File: src/rtl/cmd_admit_pkg.sv
package cmd_admit_pkg;
  // Strobes from control to datapath
  typedef struct packed {
    logic push;  // capture the incoming request into the queue
    logic pop;   // issue the oldest held request
  } admit_strobe_t;
endpackage

File: src/rtl/cmd_admit_dp.sv
module cmd_admit_dp
  import cmd_admit_pkg::*;
#(
  parameter int ADDR_W = 32,
  parameter int DEPTH  = 2
) (
  input  logic              clk,
  input  logic              rstN,
  input  admit_strobe_t     strobe,
  input  logic              reqWrite,
  input  logic [ADDR_W-1:0] reqAddr,
  output logic              headValid,
  output logic              headWrite,
  output logic              full,
  output logic              issueValid,
  output logic              issueWrite,
  output logic [ADDR_W-1:0] issueAddr
);
  localparam int ENT_W = ADDR_W + 1;
  localparam int PTR_W = (DEPTH > 1) ? $clog2(DEPTH) : 1;
  localparam int CNT_W = $clog2(DEPTH + 1);
  localparam logic [PTR_W-1:0] LAST_SLOT = PTR_W'(DEPTH - 1);

  logic [ENT_W-1:0] slots [DEPTH];
  logic [PTR_W-1:0] rdPtr, wrPtr;
  logic [CNT_W-1:0] count;
  logic [ENT_W-1:0] head;

  function automatic logic [PTR_W-1:0] nextPtr(input logic [PTR_W-1:0] p);
    return (p == LAST_SLOT) ? '0 : p + PTR_W'(1);
  endfunction

  assign head      = slots[rdPtr];
  assign headValid = (count != '0);
  assign headWrite = head[ADDR_W];
  assign full      = (count == CNT_W'(DEPTH));

  always_ff @(posedge clk) begin
    if (strobe.push) slots[wrPtr] <= {reqWrite, reqAddr};
  end

  always_ff @(posedge clk or negedge rstN) begin
    if (!rstN) begin
      rdPtr <= '0;
      wrPtr <= '0;
      count <= '0;
    end else begin
      if (strobe.push) wrPtr <= nextPtr(wrPtr);
      if (strobe.pop)  rdPtr <= nextPtr(rdPtr);
      if (strobe.push && !strobe.pop)      count <= count + CNT_W'(1);
      else if (strobe.pop && !strobe.push) count <= count - CNT_W'(1);
    end
  end

  always_ff @(posedge clk or negedge rstN) begin
    if (!rstN) begin
      issueValid <= 1'b0;
      issueWrite <= 1'b0;
      issueAddr  <= '0;
    end else begin
      issueValid <= strobe.pop;
      if (strobe.pop) begin
        issueWrite <= headWrite;
        issueAddr  <= head[ADDR_W-1:0];
      end
    end
  end
endmodule

File: src/rtl/cmd_admit_ctl.sv
module cmd_admit_ctl
  import cmd_admit_pkg::*;
#(
  parameter int REF_W    = 16,
  parameter int TURN_CYC = 4
) (
  input  logic             clk,
  input  logic             rstN,
  input  logic             initDone,
  input  logic [REF_W-1:0] refreshPeriod,
  input  logic             refreshAck,
  input  logic             conflictIn,
  input  logic             reqValid,
  input  logic             headValid,
  input  logic             headWrite,
  input  logic             full,
  output admit_strobe_t    strobe,
  output logic             readyOut,
  output logic             refreshReq,
  output logic             errOut
);
  localparam int TURN_W = $clog2(TURN_CYC + 1);
  localparam logic [1:0] LATE_LIMIT = 2'd3;

  logic             initDoneR, refreshPending, conflictR;
  logic [REF_W-1:0] refCnt;
  logic [TURN_W-1:0] turnCnt;
  logic             lastWrite, anyIssued;
  logic [1:0]       lowCnt;
  logic             dirSwap;

  assign readyOut   = initDoneR && !refreshPending && !conflictR && (turnCnt == '0);
  assign dirSwap    = headValid && anyIssued && (headWrite != lastWrite);
  assign strobe     = '{push: reqValid && !full, pop: readyOut && headValid && !dirSwap};
  assign refreshReq = refreshPending;

  // Init latch, conflict sampling, refresh interval
  always_ff @(posedge clk or negedge rstN) begin
    if (!rstN) begin
      initDoneR      <= 1'b0;
      conflictR      <= 1'b0;
      refreshPending <= 1'b0;
      refCnt         <= '0;
    end else begin
      conflictR <= conflictIn;
      if (initDone) initDoneR <= 1'b1;
      if (refreshPending) begin
        if (refreshAck) refreshPending <= 1'b0;
      end else if (initDoneR) begin
        if (refCnt == refreshPeriod - REF_W'(1)) begin
          refreshPending <= 1'b1;
          refCnt         <= '0;
        end else begin
          refCnt <= refCnt + REF_W'(1);
        end
      end
    end
  end

  // Direction tracking and turnaround gap
  always_ff @(posedge clk or negedge rstN) begin
    if (!rstN) begin
      turnCnt   <= '0;
      lastWrite <= 1'b0;
      anyIssued <= 1'b0;
    end else begin
      if (turnCnt != '0) begin
        turnCnt <= turnCnt - TURN_W'(1);
      end else if (initDoneR && dirSwap) begin
        turnCnt   <= TURN_W'(TURN_CYC);
        lastWrite <= headWrite;
      end
      if (strobe.pop) begin
        lastWrite <= headWrite;
        anyIssued <= 1'b1;
      end
    end
  end

  // Late-request window and overflow error
  always_ff @(posedge clk or negedge rstN) begin
    if (!rstN) begin
      lowCnt <= '0;
      errOut <= 1'b0;
    end else begin
      if (readyOut)                  lowCnt <= '0;
      else if (lowCnt != LATE_LIMIT) lowCnt <= lowCnt + 2'd1;
      errOut <= reqValid && full && (lowCnt == LATE_LIMIT);
    end
  end
endmodule

File: src/rtl/cmd_admit.sv
module cmd_admit
  import cmd_admit_pkg::*;
#(
  parameter int ADDR_W   = 32,
  parameter int DEPTH    = 2,
  parameter int REF_W    = 16,
  parameter int TURN_CYC = 4
) (
  input  logic              clk,
  input  logic              rstN,
  input  logic              initDone,
  input  logic [REF_W-1:0]  refreshPeriod,
  input  logic              refreshAck,
  input  logic              conflictIn,
  input  logic              reqValid,
  input  logic              reqWrite,
  input  logic [ADDR_W-1:0] reqAddr,
  output logic              readyOut,
  output logic              refreshReq,
  output logic              issueValid,
  output logic              issueWrite,
  output logic [ADDR_W-1:0] issueAddr,
  output logic              errOut
);
  admit_strobe_t strobe;
  logic headValid, headWrite, full;

  cmd_admit_ctl #(.REF_W(REF_W), .TURN_CYC(TURN_CYC)) u_ctl (
    .clk(clk), .rstN(rstN), .initDone(initDone), .refreshPeriod(refreshPeriod),
    .refreshAck(refreshAck), .conflictIn(conflictIn), .reqValid(reqValid),
    .headValid(headValid), .headWrite(headWrite), .full(full),
    .strobe(strobe), .readyOut(readyOut), .refreshReq(refreshReq), .errOut(errOut)
  );

  cmd_admit_dp #(.ADDR_W(ADDR_W), .DEPTH(DEPTH)) u_dp (
    .clk(clk), .rstN(rstN), .strobe(strobe), .reqWrite(reqWrite), .reqAddr(reqAddr),
    .headValid(headValid), .headWrite(headWrite), .full(full),
    .issueValid(issueValid), .issueWrite(issueWrite), .issueAddr(issueAddr)
  );
endmodule

File: config.mk
export PLATFORM = sky130hd
export DESIGN_NAME = cmd_admit
export DESIGN_NICKNAME = d
export VERILOG_FILES = /design/src/rtl/cmd_admit_pkg.sv /design/src/rtl/cmd_admit_dp.sv /design/src/rtl/cmd_admit_ctl.sv /design/src/rtl/cmd_admit.sv
export SDC_FILE = /design/constraint.sdc
export NUM_CORES = 1
export LEC_CHECK = 0
export ABC_CLOCK_PERIOD_IN_PS = 2880
export BUFFER_PORTS_ARGS = -buffer_cell sky130_fd_sc_hd__clkbuf_2
export CORE_AREA = 2 2 104 106
export CTS_BUF_LIST = sky130_fd_sc_hd__clkbuf_16
export DETAILED_ROUTE_END_ITERATION = 6
export DIE_AREA = 0 0 106 108
export GPL_ROUTABILITY_DRIVEN = 1
export HOLD_SLACK_MARGIN = 0.08
export PLACE_DENSITY = 0.82
export SYNTH_ARGS = -nofsm -noshare
export SYNTH_HDL_FRONTEND = slang
export SYNTH_SLANG_ARGS = --single-unit
File: constraint.sdc
create_clock -name clk -period 2.88 [get_ports clk]
set_input_delay 0.288 -clock clk [delete_from_list [all_inputs] [get_ports clk]]
set_output_delay 0.288 -clock clk [all_outputs]
set_load 0.1 [all_outputs]
Word level (Yosys, flattened, before mapping). Memories as Yosys holds them, arrays and structs flattened. Cells that the tools add are included.

Register bits: 65. Bits in writable memories: 66. Input bits: 55. Output and inout bits: 37. Word-level logic and storage cells: 77. Memories kept: 1.

Memories: u_dp.slots (words 2, bits a word 33, read ports 1, clocked after Yosys merged registers in 0, write ports 1, RTL line cmd_admit_dp.sv:24) `logic [ENT_W-1:0] slots [DEPTH];`.

Add/subtract/negate cells: 8. Equality and inequality tests: 6. Multiplexer cells: 18. Bitwise logic cells: 1. Reductions and logical operators: 28.

Operators with widths (count): $add 16x1->16 const B (1); $eq 16x16->1 (1); $mux 16 (1); $sub 16x1->16 const B (1); $logic_and 1x1->1 (13); $mux 1 (11); $reduce_bool 2->1 (5); $mux 2 (4); $logic_not 1->1 (6); $mux 3 (2); $add 2x1->2 const B (2); $eq 2x2->1 const B (2); $reduce_and 2->1 (2); $logic_not 3->1 (1); $reduce_bool 3->1 (1); $sub 3x1->3 const B (1); $add 1x1->1 const B (2); $ne 2x1->1 const B (1); $ne 2x2->1 const B (1); $sub 2x1->2 const B (1); $ne 1x1->1 (1); $not 1->1 (1).

Depth between registers and ports, before layout. Gate-level depths: netlist of the first run.

Depth in word-level cells: 9. Mapped depth: 12. Mapped depth without buffers: 10.

Cells and area by module. From an unflattened synthesis of the first run, not the netlist that was laid out.

Cells, all modules: 444. Area total of the unflattened synthesis: 5763.0 µm².

By module, submodules not included: cmd_admit_dp (instances 1, cells each 227, area an instance 3752.3 µm², sequential area each 2932.8 µm²); cmd_admit_ctl (instances 1, cells each 217, area an instance 2010.7 µm², sequential area each 675.6 µm²).

Worst setup path before layout of the first run. No wires, ideal clock.

Path type: reg-to-reg. Start: register u_ctl.refreshPending (netlist: u_ctl.refreshReq). End: register u_dp.count[1]. Setup time: 0.079 ns. Data arrival time: 5.420 ns. Required time: 2.801 ns. Slack: -2.620 ns. Cell stages (with the launch flop): 11. Buffers on the path: 2. Period minus slack after synthesis: 5.500 ns. Cells stage by stage: dfrtp_1 > nand2b_1 > clkbuf_1 > nor3b_1 > o21ai_0 > a21oi_1 > clkbuf_1 > inv_1 > ha_1 > nor2_1 > xor2_1.

RTL lines: from (decl) (RTL line cmd_admit_ctl.sv:25) `logic initDoneR, refreshPending, conflictR;`; from (signal assigned) (RTL line cmd_admit_ctl.sv:42) `refreshPending <= 1'b0;`; from (signal assigned) (RTL line cmd_admit_ctl.sv:48) `if (refreshAck) refreshPending <= 1'b0;`; from (signal assigned) (RTL line cmd_admit_ctl.sv:51) `refreshPending <= 1'b1;`; to (signal assigned) (RTL line cmd_admit_dp.sv:50) `if (strobe.push && !strobe.pop) count <= count + CNT_W'(1);`; to (signal assigned) (RTL line cmd_admit_dp.sv:51) `else if (strobe.pop && !strobe.push) count <= count - CNT_W'(1);`; to (decl) (RTL line cmd_admit_dp.sv:26) `logic [CNT_W-1:0] count;`.

Worst setup path after layout of the first run.
Start: register u_ctl.refCnt[10]. End: register u_ctl.refCnt[4].

Cells in the longest elaborated chain, start to end: 2.

RTL lines: from (decl) (RTL line cmd_admit_ctl.sv:26) `logic [REF_W-1:0] refCnt;`; from (signal assigned) (RTL line cmd_admit_ctl.sv:54) `refCnt <= refCnt + REF_W'(1);`; $eq 16x16->1 (RTL line cmd_admit_ctl.sv:50) `if (refCnt == refreshPeriod - REF_W'(1)) begin`; $mux 16 (RTL line cmd_admit_ctl.sv:50).

No other way between the ends. A chain may end at the register's enable or synchronous reset.

==> results.toml, run 1 <==
[sta]
maxSlewViolCount = 0
finalHoldViolCount = 0
worst_pin_slew_ns = 0.805
skew_ns = 0.00904
max_freq_mhz = 426
period_minus_slack_ns = 2.35
slew_headroom_pct = 46.4
rsz0062_at_grt = "false"
min_period_over_period_pct = 81.6
setup_violations = 0
holdWs_ns = 0.0925

[grt]
grt_pass1_vias = 4082
overflow = 0
antenna_found_initial = 0
grt_use_total_pct = 22.7
grt_pass1_wl_mm = 20.0
grt_max_degree = 66

[clock_network]
postCtsSetupBuffers = 0
holdBufCountCts = 34
cts_resized = 0
htreeDepth = 4
cts_root_buf = "clkbuf_16"
clock-sinks = 131
clock_latency_ns = 0.40
clk_pin_slew_ns = 0.06
numCtsBuffers = 17
cts_tree = "yes"
ctsLongestPathBuffers = 2

[setup_path]
critPathKind = "reg2reg"
endpoint = "u_ctl.refCnt[4]$_DFFE_PN0P_"
r2r-start = "u_ctl.refCnt[10]$_DFFE_PN0P_"
critPathMaxFanout = 14
worstPathRequired_ns = 3.16
ff2ff_path_depth = 6
crit_path_start_kind = "register"
r2r_setup_slack_ns = 0.53
worstSetupStartpoint = "u_ctl.refCnt[10]$_DFFE_PN0P_"
reg2reg_to = "u_ctl.refCnt[4]$_DFFE_PN0P_"
crit_arrival_ns = 2.63
critPathCaptureType = "register"

[die]
die-area_um2 = 11400
start_util_pct = 54.3
core_um2 = 10200
io_pins = 92
rows = 37
die_h_um = 108
die_x_um = 106

[place]
numPortBuffers = 91
placed_cell_area_um2 = 6200
gp_congestion = 0.886
place_hpwl_mm = 7.15

[synth]
avgSynthCellArea_um2 = 12.9
yosys.area.top_type_share_pct = 35.7
synth.most_common_cell = "edfxtp_1"
synth_flop_cell = "edfxtp_1"
syn_inst = 432
synth-edff-count = 66
synth_cell_type_count = 52
synth-seq-cells = 131
yosysSeqAreaShare_pct = 65.0
synth_area_um2 = 5550
yosys-top-cells-count = "edfxtp_1, dfrtp_1, nor2_1, a21oi_1, mux2i_1"
syn_nets = 492
yosys.area.top_type = "edfxtp_1"
yosys_warnings = 0
ys_top_cells_by_area = "edfxtp_1, dfrtp_1, mux2i_1"
synthArstFlopShare_pct = 49.6

[hold_path]
hold_class = "in2reg"

[power]
p_leak_uw = 0.00295
vdd_drop_max_v = 0.00149
power_density_nw_per_um2 = 1250

[cells_and_area]
drive_above_1_share_pct = 26.3
fin_area_um2 = 7160
final_net_count = 623
synthToLayoutAreaGrowth_pct = 28.9
num_antenna_cells = 0
final.fill_count = 653

[outcome]
status = "complete, no violations"

[route]
drt_iter0_drc = 261
wl_per_cell_um = 16.9
ant_nets = 0
vias = 3873
drc_errors = 0
detail_route.vias_per_cell = 5.45
finalWirelength_mm = 12.0
firstDrtPassIters = 4

[run]
cap_violations = 0
## cells by family (layout without fill, tap and decap cells)
group,after synthesis,after routing,share of synthesized area (%)
flops,131,131,65.0
xor+xnor,37,37,5.83
mux,35,35,6.31
buf+inv,27,170,2.32
simple gates,132,132,12.4
fa+ha+maj,5,5,1.13
compound gates,65,65,7.05
## stage by stage
stage | TNS, ns | instances | util (%) | power (µW) | setup WS [ns]
final | 0 | 711 | 70.0 | 8940 | 0.531
after global routing | 0 | 711 | 70.0 | 9350 | 0.376
after CTS | 0 | 711 | 70.0 | 8920 | 0.519
after detailed placement | 0 | 646 | 60.6 | 6660 | 0.244
after global placement | 0 | 646 | 60.6 | 6520 | 0.449
after floorplan | -0.219 | 432 | - | 5930 | -0.192
## registers in the layout, indices dropped and copies added (netlist names)
register	flops
u_dp.issueAddr	32
u_ctl.lastWrite	1
u_ctl.errOut	1
u_ctl.refreshReq	1
u_ctl.initDoneR	1
u_ctl.turnCnt	3
u_dp.issueWrite	1
u_dp.slots	66
u_dp.issueValid	1
u_dp.wrPtr	1
u_ctl.anyIssued	1
u_ctl.refCnt	16
u_ctl.lowCnt	2
u_dp.rdPtr	1
u_ctl.conflictR	1
u_dp.count	2
## power by group
part | leakage [µW] | internal [µW] | switching (µW) | total [µW]
registers | 0.00136 | 2630 | 415 | 3050
clock network | 0.000304 | 1440 | 772 | 2210
logic | 0.00129 | 844 | 2830 | 3680
## final cells by class
cell class                 instances  area (µm²)  area share (%)
clock buffer                      17         425            5.94
clock inverter                    14         190            2.66
inverter                           8        32.5           0.455
multi-input combinational        274        1870            26.2
sequential                       131        3610            50.5
tap                              136         170            2.38
timing repair buffer             131         853            11.9
## cells in the final DEF (no fill, tap or decap), types with 2 or more instances in the layout
cell,count
or3_1,2
nor3_1,8
nand4_1,9
nand2b_1,5
nor2_2,3
a21oi_1,35
clkinv_4,5
a31oi_1,2
buf_4,5
nor2_1,54
o21ai_0,9
o211a_1,2
or4_1,2
clkbuf_16,17
mux2i_1,35
ha_1,4
bufinv_16,4
edfxtp_1,66
nor4_1,2
xor2_1,16
nand3b_1,3
or2_2,2
nor2b_1,5
nor4_4,2
clkbuf_2,90
dfrtp_1,63
nand3_1,7
nand2_1,16
inv_1,8
clkinv_2,3
dlygate4sd3_1,34
a21o_1,2
xnor2_1,21
## worst min-delay path by stage
stage	slack, ns	start	cells after the start	endpoint
after detailed placement	0.33	rstN	2	u_dp.issueAddr[1]$_DFFE_PN0P_
after global placement	0.33	rstN	2	u_dp.issueAddr[1]$_DFFE_PN0P_
after global routing	0.08	reqWrite	1	u_dp.slots[0][32]$_DFFE_PP_
final	0.09	reqWrite	1	u_dp.slots[0][32]$_DFFE_PP_
after CTS	0.08	reqWrite	1	u_dp.slots[0][32]$_DFFE_PP_
after floorplan	-0.008	rstN	0	u_ctl.anyIssued$_DFFE_PN0P_
## critical path, cell delays in order (launching register included)
cell	delay, ns
dfrtp_1	0.45
or4_2	0.68
nor3_1	0.22
o311ai_2	0.18
nor4_4	0.27
and2_4	0.31
o31ai_1	0.12
## layer usage
metal | wire length [µm] | track usage, % | vias up | part of all wire, %
li1 | - | - | 1813 | -
met1 | 4860 | 26.6 | 1908 | 40
met2 | 6330 | 41.2 | 133 | 53
met3 | 678 | 6.03 | 19 | 5.6
met4 | 157 | 7.14 | 0 | 1.3
met5 | 0 | 0 | - | 0
No activity file was read; power rests on OpenSTA's default activity.
==> run 2, diff against run 1 <==
Settings changed: ABC_CLOCK_PERIOD_IN_PS 2880 to 2050, CORE_AREA 2 2 104 106 to 2 2 108 110, DIE_AREA 0 0 106 108 to 0 0 110 112, PLACE_DENSITY 0.82 to 0.8.
Clock period 2.88 ns to 2.05 ns, I/O delays scaled along.
==> results.toml, run 2 (synthesized netlist as in run 1, its figures left out) <==
[hold_path]
whs_path_depth = 3
holdPathEnd = "u_ctl.refreshReq$_DFF_PN0_"
hold_class = "in2reg"
hp-start = "refreshAck"

[sta]
setup_violations = 0
slew_headroom_pct = 60.8
rsz0062_at_grt = "true"
period_minus_slack_ns = 2.04
maxSlewViolCount = 0
worst_pin_slew_ns = 0.588
skew_ns = 0.0118
min_period_over_period_pct = 99.5
finalHoldViolCount = 0
tns_ns = 0
max_freq_mhz = 490

[power]
switching_share_pct = 43.3
pwr-share-clk_pct = 25.0
power_density_nw_per_um2 = 1710
combPwrFrac_pct = 43.1
p_switching_uw = 5700
intPower_uw = 7460
power_frac_seq_pct = 31.9
total_power_uw = 13200
p_leak_uw = 0.00325
vdd_drop_max_v = 0.00145

[outcome]
status = "complete, no violations"

[die]
core_um2 = 11200
rows = 39
die-area_um2 = 12300
die_x_um = 110
io_pins = 92
die_h_um = 112
start_util_pct = 49.7

[clock_network]
clock_latency_ns = 0.41
numCtsBuffers = 17
ctsLongestPathBuffers = 2
htreeDepth = 4
cts_root_buf = "clkbuf_16"
clk_pin_slew_ns = 0.05
clock-sinks = 131
cts_tree = "yes"

[cells_and_area]
drive_above_1_share_pct = 32.2
layout_commonest_cell = "clkbuf_2"
final_net_count = 671
final_cell_mix = "clkbuf_2, edfxtp_1, dfrtp_1"
synthToLayoutAreaGrowth_pct = 38.9
num_antenna_cells = 0
largest_reg_flops = 66
final_cell_count_no_fill = 767
fin_area_um2 = 7710
reg_top3 = "u_dp.slots x66, u_dp.issueAddr x32, u_ctl.refCnt x16"
largest_register = "u_dp.slots"

[setup_path]
r2r-start = "u_ctl.refCnt[10]$_DFFE_PN0P_"
crit_arrival_ns = 2.34
critPathMaxFanout = 6
reg2reg_to = "u_ctl.refCnt[0]$_DFFE_PN0P_"
worstSetupStartpoint = "u_ctl.refCnt[10]$_DFFE_PN0P_"
critPathCaptureType = "register"
worstPathRequired_ns = 2.35
critPathKind = "reg2reg"
ff2ff_path_depth = 7
crit_path_start_kind = "register"
r2r_setup_slack_ns = 0.009

[route]
finalWirelength_mm = 12.9
drc_errors = 0
detail_route.vias_per_cell = 5.31
firstDrtPassIters = 4
wl_per_cell_um = 16.8
drt_iter0_drc = 250
vias = 4074
ant_nets = 0

[grt]
grt_pass1_wl_mm = 20.0
overflow = 0
antenna_found_initial = 0
grt_pass1_vias = 4228
grt_max_degree = 34
grt_use_total_pct = 21.4

[place]
numPortBuffers = 91
gp_congestion = 0.807
placed_cell_area_um2 = 6540
place_hpwl_mm = 7.78
dp_cells = 688

[run]
cap_violations = 0
[run 2: cell types whose count changed in the layout (fill, tap and decap cells not counted), moves of 2 or more]
| cell | change |
|---|---|
| buf_4 | +38 |
| clkinv_1 | +5 |
| clkinv_4 | -4 |
| dlygate4sd3_1 | +3 |
| buf_12 | +2 |
| bufinv_16 | +2 |
| clkbuf_16 | +2 |
| clkinv_2 | -2 |
| ha_1 | -2 |
| ha_2 | +2 |
| or4_4 | +2 |
| xnor2_1 | -2 |
| xnor2_2 | +2 |
[run 2: metrics by stage]
step / setup WS, ns / hold slack (ns) / utilization [%]
6_report: 0.00937 / 0.108 / 69.0
5_1_grt: -0.124 / 0.0816 / 69.0
4_1_cts: -0.00479 / 0.0848 / 67.9
3_5_place_dp: -0.246 / 0.127 / 58.5
3_3_place_gp: -0.176 / 0.122 / 58.5
2_1_floorplan: -1.02 / -0.0906 / -
[run 2: how the worst max path moves through the flow]
stage | to | slack [ns] | cells past startpoint
floorplan | u_dp.count[1]$_DFFE_PN0P_ | -1.02 | 11
global placement | u_ctl.refCnt[4]$_DFFE_PN0P_ | -0.18 | 8
detailed placement | u_ctl.refCnt[4]$_DFFE_PN0P_ | -0.25 | 8
CTS | u_ctl.refCnt[4]$_DFFE_PN0P_ | -0.005 | 7
global route | u_dp.count[1]$_DFFE_PN0P_ | -0.12 | 10
finish | u_ctl.refCnt[0]$_DFFE_PN0P_ | 0.009 | 7
[run 2: timing repair]
action                                 4_1_cts  5_1_grt
setup endpoints to repair                   17       36
gates cloned                                 1        3
setup buffers                                0        6
pin swaps                                    8        8
hold buffers                                37        0
endpoints found under the hold margin       81        0
resized for setup                            6        5
[run 2: worst max-delay path, stage by stage, from the launching register on]
cell      delay (ns)
dfrtp_1         0.39
or4_4           0.56
nor3_4          0.14
o311ai_2        0.14
nor4_4          0.32
buf_4           0.19
nor3_1          0.04
a21o_1          0.15
[run 2: layout make-up]
| cell class | count | area [µm²] |
|---|---|---|
| flip-flops and latches | 131 | 3610 |
| fillers | 752 | 3460 |
| multi-input cells | 275 | 1930 |
| repair buffers | 178 | 1310 |
| clock buffers | 17 | 425 |
| clock inverters | 15 | 220 |
| well taps | 143 | 179 |
| inverters | 8 | 32.5 |
[run 2: power by group through the flow]
stage	Combinational (µW)	Clock, µW	Sequential [µW]
global placement	5300	0	4150
detailed placement	5420	0	4190
floorplan	1780	0	6570
CTS	5520	3330	4170
finish	5670	3290	4200
global route	5970	3470	4270
[run 2: routing by layer]
metal | global-route usage (%) | share of wire, %
met5 | 0 | 0
met4 | 7.17 | 1.7
met3 | 6.91 | 4.5
met2 | 38.1 | 55
met1 | 23.9 | 39
==> run 3, diff against run 2 <==
Settings changed: ABC_CLOCK_PERIOD_IN_PS 2050 to 1800.
Clock period 2.05 ns to 1.8 ns, I/O delays scaled along.
==> results.toml, run 3 (synthesized netlist as in run 1, its figures left out) <==
[sta]
max_freq_mhz = 478
tns_ns = -8.07
setup_ws_ns = -0.293
maxSlewViolCount = 0
period_minus_slack_ns = 2.09
worst_pin_slew_ns = 0.604
finalHoldViolCount = 0
slew_headroom_pct = 59.7
min_period_over_period_pct = 116
skew_ns = 0.0118
setup_violations = 55
rsz0062_at_grt = "true"

[clock_network]
clock_latency_ns = 0.42
htreeDepth = 4
numCtsBuffers = 17
ctsLongestPathBuffers = 2
clk_pin_slew_ns = 0.06
cts_tree = "yes"
cts_root_buf = "clkbuf_16"
clock-sinks = 131

[cells_and_area]
drive_above_1_share_pct = 47.7
final_cell_mix = "clkbuf_2, edfxtp_1, buf_4"
final_net_count = 708
reg_top3 = "u_dp.slots x66, u_dp.issueAddr x32, u_ctl.refCnt x16"
num_antenna_cells = 0
largest_register = "u_dp.slots"
largest_reg_flops = 66
synthToLayoutAreaGrowth_pct = 52.9
layout_commonest_cell = "clkbuf_2"

[place]
place_hpwl_mm = 8.30
gp_congestion = 0.789
numPortBuffers = 91

[setup_path]
critPathMaxFanout = 4
crit_buf_inv = 0
critPathKind = "reg2reg"
crit_arrival_ns = 2.40
crit_path_top_delay_cell = "or4_1"
worstPathRequired_ns = 2.11
crit_path_start_kind = "register"
path_common_cell = "or4_1"
crit_path_cell_trace = "xor2_1, and4b_1, or4_1, nand4_1, nor4_4, or4_1, o31ai_1"
critPathCaptureType = "register"
cpPeakStageDelay_ns = 0.49
path_delay_family = "simple AND/OR/NAND/NOR gates"

[hold_path]
hold_class = "in2async"

[route]
vias = 4566
drt_iter0_drc = 369
wl_per_cell_um = 22.4
detail_route.vias_per_cell = 5.68
finalWirelength_mm = 18.0
drc_errors = 0
ant_nets = 0
firstDrtPassIters = 5

[die]
core_um2 = 11200
start_util_pct = 49.7
die_h_um = 112
io_pins = 92
rows = 39
die_x_um = 110
die-area_um2 = 12300

[grt]
grt_pass1_wl_mm = 23.6
grt_pass1_vias = 4584
grt_use_total_pct = 25.8
overflow = 0
grt_max_degree = 34
antenna_found_initial = 0

[outcome]
status = "complete, but fails checks"
violations = "setup timing"

[power]
p_leak_uw = 0.00349
vdd_drop_max_v = 0.00222
total_power_uw = 16400
power_density_nw_per_um2 = 1930

[run]
cap_violations = 0
[run 3: changes by cell type in the layout (fill, tap and decap cells not counted), sizes merged]
cell	previous run	this run
clkinvlp	0	4
dlygate4sd3	37	38
clkinv	7	8
inv	10	9
bufinv	6	2
buf	50	83
clkbuf	108	111
[run 3: final cells by class]
type / count / area (µm²)
sequential: 131 / 3610
fill: 573 / 2680
multi-input combinational: 275 / 2320
timing repair buffer: 215 / 1780
clock buffer: 17 / 425
tap: 143 / 179
clock inverter: 15 / 144
inverter: 8 / 32.5
[run 3: final timing paths]
kind / from / endpoint / slack [ns] / depth (start not counted)
max: u_ctl.refCnt[9]$_DFFE_PN0P_ / u_ctl.refCnt[4]$_DFFE_PN0P_ / -0.29 / 7
min: rstN / u_dp.issueAddr[28]$_DFFE_PN0P_ / 0.27 / 2
max reg2reg: u_ctl.refCnt[9]$_DFFE_PN0P_ / u_ctl.refCnt[4]$_DFFE_PN0P_ / -0.29 / 7
min reg2reg: u_ctl.lastWrite$_DFFE_PN0P_ / u_ctl.lastWrite$_DFFE_PN0P_ / 0.54 / 2
max in group asynchronous: rstN / u_dp.issueValid$_DFF_PN0_ / 0.95 / 3
min in group clk: conflictIn / u_ctl.conflictR$_DFF_PN0_ / 0.42 / 2
[run 3: what timing repair did]
action,in CTS,in global routing
gates cloned,4,6
gates resized for setup,42,95
hold buffers,38,0
pin swaps,7,10
setup endpoints to repair,51,56
buffers inserted,13,5
endpoints found under the hold margin,123,0
[run 3: per-stage QoR]
step                cell area (µm²)  util (%)  std cells  hold slack (ns)  setup slack [ns]
floorplan                      5670         -        432           -0.116             -1.27
global placement               6720      60.1        712            0.125            -0.349
detailed placement             6720      60.1        712            0.136            -0.412
CTS                            8030      71.9        798            0.233            -0.250
global route                   8490      76.0        804            0.286            -0.358
finish                         8490      76.0        804            0.268            -0.293
[run 3: routing by layer]
| metal | share of wire [%] | track usage [%] | vias to the layer above |
|---|---|---|---|
| met3 | 5.6 | 6.26 | 53 |
| met4 | 4.4 | 10.8 | 0 |
| met2 | 53 | 45.3 | 217 |
| met5 | 0 | 0 | - |
| met1 | 37 | 29.7 | 2309 |
| li1 | - | - | 1987 |
[run 3: where the power goes]
part	leakage, µW	switching, µW	internal, µW
Sequential	0.00136	874	4210
Combinational	0.00186	5470	2490
Clock	0.000273	1340	2020
